`src/rtl/spi_cmd_tx.sv`:
```
module spi_cmd_tx #(
  parameter int DIV_W     = 8,
  parameter int MAX_BYTES = 4
) (
  input  logic                         clk,
  input  logic                         rst_n,
  input  logic [8*MAX_BYTES-1:0]       cmd_word,
  input  logic [$clog2(MAX_BYTES)-1:0] cmd_len_m1,
  input  logic                         send_lsb_first,
  input  logic                         clk_pol,
  input  logic                         clk_pha,
  input  logic                         cs_high,
  input  logic [DIV_W-1:0]             half_div,
  input  logic                         cmd_go,
  output logic                         spi_sclk,
  output logic                         spi_mosi,
  output logic                         spi_cs,
  output logic                         cmd_busy,
  output logic                         frame_done
);
  localparam int CMD_W  = 8 * MAX_BYTES;
  localparam int LEN_W  = $clog2(MAX_BYTES);
  localparam int EDGE_W = $clog2(16 * MAX_BYTES + 1);

  logic              busy_q, done_q, sclk_q;
  logic              lsb_q, pol_q, pha_q, csh_q;
  logic [LEN_W-1:0]  len_q;
  logic [DIV_W-1:0]  div_q, cnt_q;
  logic [EDGE_W-1:0] edge_q, edge_nx, last_edge;
  logic [CMD_W-1:0]  sh_q, load_val;
  logic              tick, shift_now, accept;

  assign accept    = cmd_go && !busy_q;
  assign tick      = busy_q && (cnt_q == div_q);
  assign edge_nx   = edge_q + EDGE_W'(1);
  assign last_edge = (EDGE_W'(len_q) + EDGE_W'(1)) << 4;
  assign shift_now = pha_q ? (edge_nx[0] && edge_nx != EDGE_W'(1))
                           : (!edge_nx[0] && edge_nx != last_edge);

  always_comb begin
    if (send_lsb_first)
      load_val = cmd_word;
    else
      load_val = cmd_word << {(LEN_W'(MAX_BYTES - 1) - cmd_len_m1), 3'b000};
  end

  always_ff @(posedge clk or negedge rst_n) begin
    if (!rst_n) begin
      busy_q <= 1'b0;
      done_q <= 1'b0;
      sclk_q <= 1'b0;
      lsb_q  <= 1'b0;
      pol_q  <= 1'b0;
      pha_q  <= 1'b0;
      csh_q  <= 1'b0;
      len_q  <= '0;
      div_q  <= '0;
      cnt_q  <= '0;
      edge_q <= '0;
      sh_q   <= '0;
    end else begin
      done_q <= 1'b0;
      if (accept) begin
        busy_q <= 1'b1;
        sclk_q <= clk_pol;
        lsb_q  <= send_lsb_first;
        pol_q  <= clk_pol;
        pha_q  <= clk_pha;
        csh_q  <= cs_high;
        len_q  <= cmd_len_m1;
        div_q  <= half_div;
        cnt_q  <= '0;
        edge_q <= '0;
        sh_q   <= load_val;
      end else if (busy_q) begin
        if (!tick) begin
          cnt_q <= cnt_q + DIV_W'(1);
        end else begin
          cnt_q <= '0;
          if (edge_q == last_edge) begin
            busy_q <= 1'b0;
            done_q <= 1'b1;
          end else begin
            edge_q <= edge_nx;
            sclk_q <= ~sclk_q;
            if (shift_now)
              sh_q <= lsb_q ? (sh_q >> 1) : (sh_q << 1);
          end
        end
      end
    end
  end

  assign spi_sclk   = busy_q ? sclk_q : clk_pol;
  assign spi_mosi   = busy_q && (lsb_q ? sh_q[0] : sh_q[CMD_W-1]);
  assign spi_cs     = busy_q ? csh_q : ~cs_high;
  assign cmd_busy   = busy_q;
  assign frame_done = done_q;

  logic unused_pol;
  assign unused_pol = pol_q;
endmodule


```
`config.mk`:
```
export PLATFORM = sky130hd
export DESIGN_NAME = spi_cmd_tx
export DESIGN_NICKNAME = d
export VERILOG_FILES = /design/src/rtl/spi_cmd_tx.sv
export SDC_FILE = /design/constraint.sdc
export NUM_CORES = 1
export LEC_CHECK = 0
export ABC_AREA = 1
export BUFFER_PORTS_ARGS = -buffer_cell sky130_fd_sc_hd__buf_4
export CORE_MARGIN = 2
export CORE_UTILIZATION = 53
export CTS_CLUSTER_SIZE = 28
export DETAILED_ROUTE_END_ITERATION = 7
export GPL_ROUTABILITY_DRIVEN = 1
export PLACE_DENSITY = 0.75
export SKIP_LAST_GASP = 1
export SLEW_MARGIN = 20
export SYNTH_ARGS = -nofsm -noshare
export SYNTH_HDL_FRONTEND = slang
export SYNTH_SLANG_ARGS = --single-unit
```
`constraint.sdc`:
```
create_clock -name clk -period 1.6 [get_ports clk]
set_input_delay 0.24 -clock clk [delete_from_list [all_inputs] [get_ports clk]]
set_output_delay 0.24 -clock clk [all_outputs]
set_load 0.03 [all_outputs]
```
==> flow_summary.toml <==
[floorplanning]
num_io_pins = 54
dieArea_um2 = 8450
rows = 32
die_h_um = 91.9
core_um2 = 7610
die_x_um = 91.9
start_util_pct = 53.8

[cells_and_area]
insertedDiodeCount = 0
fin_nets = 746
drive_gt1_share_pct = 23.0
finish.utilization_pct = 71.9
synthToLayoutAreaGrowth_pct = 33.5
final_cells = 799
final_area_um2 = 5470

[setup_path]
endpoint_kind = "flip-flop"
start_kind = "flip-flop"
cp_data_required_time_ns = 1.84
worstPathArrival_ns = 2.18
crit_type = "flip-flop to flip-flop"
path_max_fanout = 16

[placed_design]
dp_slack_ns = -0.194
place_area_um2 = 4920
dpl.hpwl_mm = 7.95
port-buffer-count = 53
place_congestion = 0.953
dp.cells = 772

[global_routing]
grt_max_degree = 45
grt_overflow = 0
top_usage_layer = "met2"
grt_pass1_wl_mm = 19.5
antenna_found_initial = 0
track_usage_pct = 28.7
grt_pass1_vias = 4177
use_met2_pct = 44.9
grt_util_met3_pct = 7.48
grtUsageMet1_pct = 39.7

[power_and_ir_drop]
fin_total_pwr_mw = 8.10
ir_drop_uv = 864
power.density_nw_per_um2 = 1480
p_leak_nw = 2.72

[sta]
grt_setup_unrepaired = "yes"
relSlewSlack_pct = 73.5
worstMarginPinSlew_ns = 0.397
hold_violations = 0
final.setup_skew_ns = 0.0127
finalHoldWorstSlack_ns = 0.0749
fin_ws_ns = -0.336
finalMaxSlewViolations = 0
fmax_mhz = 517
fin_setup_tns_ns = -9.88
min_period_ns = 1.94
min_period_over_period_pct = 121
finalSetupViolations = 40

[yosys]
synth_seq_cells = 63
synth_mux_area_share_pct = 0
synth-xor-area-share_pct = 2.57
synth-compound-area-share_pct = 16.4
syn_nets = 661
synth.largest_area_cell = "dfrtp_1"
synthCells = 607
synth_fa_ha_area_share_pct = 1.53
synth_top_area_share_pct = 38.5
netlist_area_um2 = 4100
postSynthAreaPerCell_um2 = 6.75
ys_types = 28
yosys_warnings = 0
synth_top_family_by_area = "simple AND/OR/NAND/NOR gates"
synth-seq-area-share_pct = 38.5
yosys-top-cells-area = "dfrtp_1 (38%), nand2_1 (18%), o21ai_0 (8.2%), nand3_1 (6.8%), nor2_1 (6.4%)"
synthSimpleGateAreaFrac_pct = 33.2

[clocking]
cts.sinks = 63
h-tree-depth = 3
clk_pin_slew_ns = 0.08
cts_max_path_buffers = 2
cts_buffers = 9
cts_tree = "done"
root_buffer = "clkbuf_8"
clk_latency_ns = 0.36

[drt]
drc = 0
vias_per_cell = 5.60
vias = 4478
drt-initial-drc-count = 487
ant_nets = 0
firstDrtPassIters = 5
drt-total-wl_mm = 11.9
wire_per_inst_um = 14.9

[outcome]
status = "finished, violations left"
violations = "negative setup slack"

[job]
timing.max_cap.violations = 0

[hold_path]
hp-class = "input port to flip-flop"
-- synthesized netlist by cell type --
library cell  instances
o32ai_1               7
buf_1                 3
inv_1                37
xnor2_1               9
inv_2                 1
nor2_1               70
o31ai_1               2
nand2_1             196
o22ai_1              21
or2_2                 1
nand4_1               4
clkbuf_1             19
xor2_1                3
or2_0                 1
o21ai_1               1
nand3_1              56
nand2_4               1
dfrtp_1              63
o21ai_0              67
a21oi_1              11
o211ai_1              9
buf_2                12
nand2_2               1
ha_1                  5
nand3_2               2
buf_6                 3
clkinv_1              1
nor3_1                1
-- per-layer routing --
layer / routed length, um / vias to the layer above
met5: 0 / -
li1: - / 2170
met2: 5720 / 219
met4: 260 / 0
met3: 1020 / 31
met1: 4880 / 2058
-- power by group --
part	switching, mW	leakage (nW)	total, mW	internal [mW]
logic	1.87	1.81	3.54	1.67
clock network	0.708	0.126	1.77	1.06
registers	0.574	0.786	2.80	2.22
total	3.15	2.72	8.10	4.95
-- critical path, stage by stage (launching register included) --
cell and delay, ns:
dfrtp_1 0.42, ha_4 0.30, inv_4 0.03, nand2_2 0.06
nand2_2 0.07, o21ai_1 0.07, nand2_1 0.06, nor2_1 0.10
nand3_1 0.09, nand2_2 0.09, nand3_4 0.14, clkbuf_16 0.23
nand3_1 0.09, nand2_1 0.07
-- kinds of logic after synthesis --
family | after synthesis
AOI/OAI and AO/OA | 118
adders and majority gates | 5
and+or+nand+nor | 333
buffers and inverters | 76
DFF | 63
xor gates and xnor gates | 12
-- cell type report --
| type | count | area (um2) |
|---|---|---|
| sequential | 63 | 1580 |
| fill | 593 | 2140 |
| clock buffer | 9 | 124 |
| clock inverter | 7 | 128 |
| inverter | 39 | 156 |
| timing repair buffer | 111 | 1020 |
| multi-input combinational | 468 | 2340 |
| tap | 102 | 128 |
-- worst paths after layout --
check                                      from                    to  slack, ns  depth (start not counted)
min                                 half_div[4]  div_q[4]$_DFFE_PN0P_       0.07                          3
max                        len_q[1]$_DFFE_PN0P_  sh_q[17]$_DFFE_PN0P_      -0.34                         13
max reg2reg                len_q[1]$_DFFE_PN0P_  sh_q[17]$_DFFE_PN0P_      -0.34                         13
min in group asynchronous                 rst_n  cnt_q[1]$_DFFE_PN0P_       0.34                          2
min reg2reg                sh_q[14]$_DFFE_PN0P_  sh_q[14]$_DFFE_PN0P_       0.48                          2
max in group asynchronous                 rst_n  sh_q[22]$_DFFE_PN0P_       0.72                          3
-- registers in the layout, summed over array words and instances (netlist names) --
signal,flops
cmd_busy,1
len_q,2
sh_q,32
frame_done,1
sclk_q,1
lsb_q,1
edge_q,7
div_q,8
csh_q,1
pha_q,1
cnt_q,8
-- cells in the final DEF, fill, tap and decap left out, types with 2 or more instances in the layout --
cell type / n
inv_8: 2
xor2_1: 3
dfrtp_2: 2
dfrtp_1: 61
buf_6: 3
o22ai_1: 17
a21oi_1: 10
buf_12: 7
inv_2: 3
inv_6: 2
nand3_2: 2
clkbuf_8: 9
xnor2_1: 9
nand3_1: 55
nor2_2: 3
nand2_2: 6
nand2_4: 2
ha_1: 2
inv_1: 33
o32ai_1: 7
o22ai_2: 3
ha_4: 2
nor2_1: 65
o31ai_1: 2
o211ai_1: 9
buf_4: 94
bufinv_16: 3
nor2_4: 2
o21ai_1: 5
o21ai_0: 62
buf_8: 3
nand4_1: 4
nand2_1: 189
-- repair_timing --
item                                    4_1_cts  5_1_grt
cloned                                        2        1
pin swaps                                     3        6
endpoints found under the setup margin       41       43
endpoints found under the hold margin        28        0
setup buffers                                 3        5
hold buffers                                  1        0
gates resized for setup                      21       26
(Power assumes the default switching activity.)
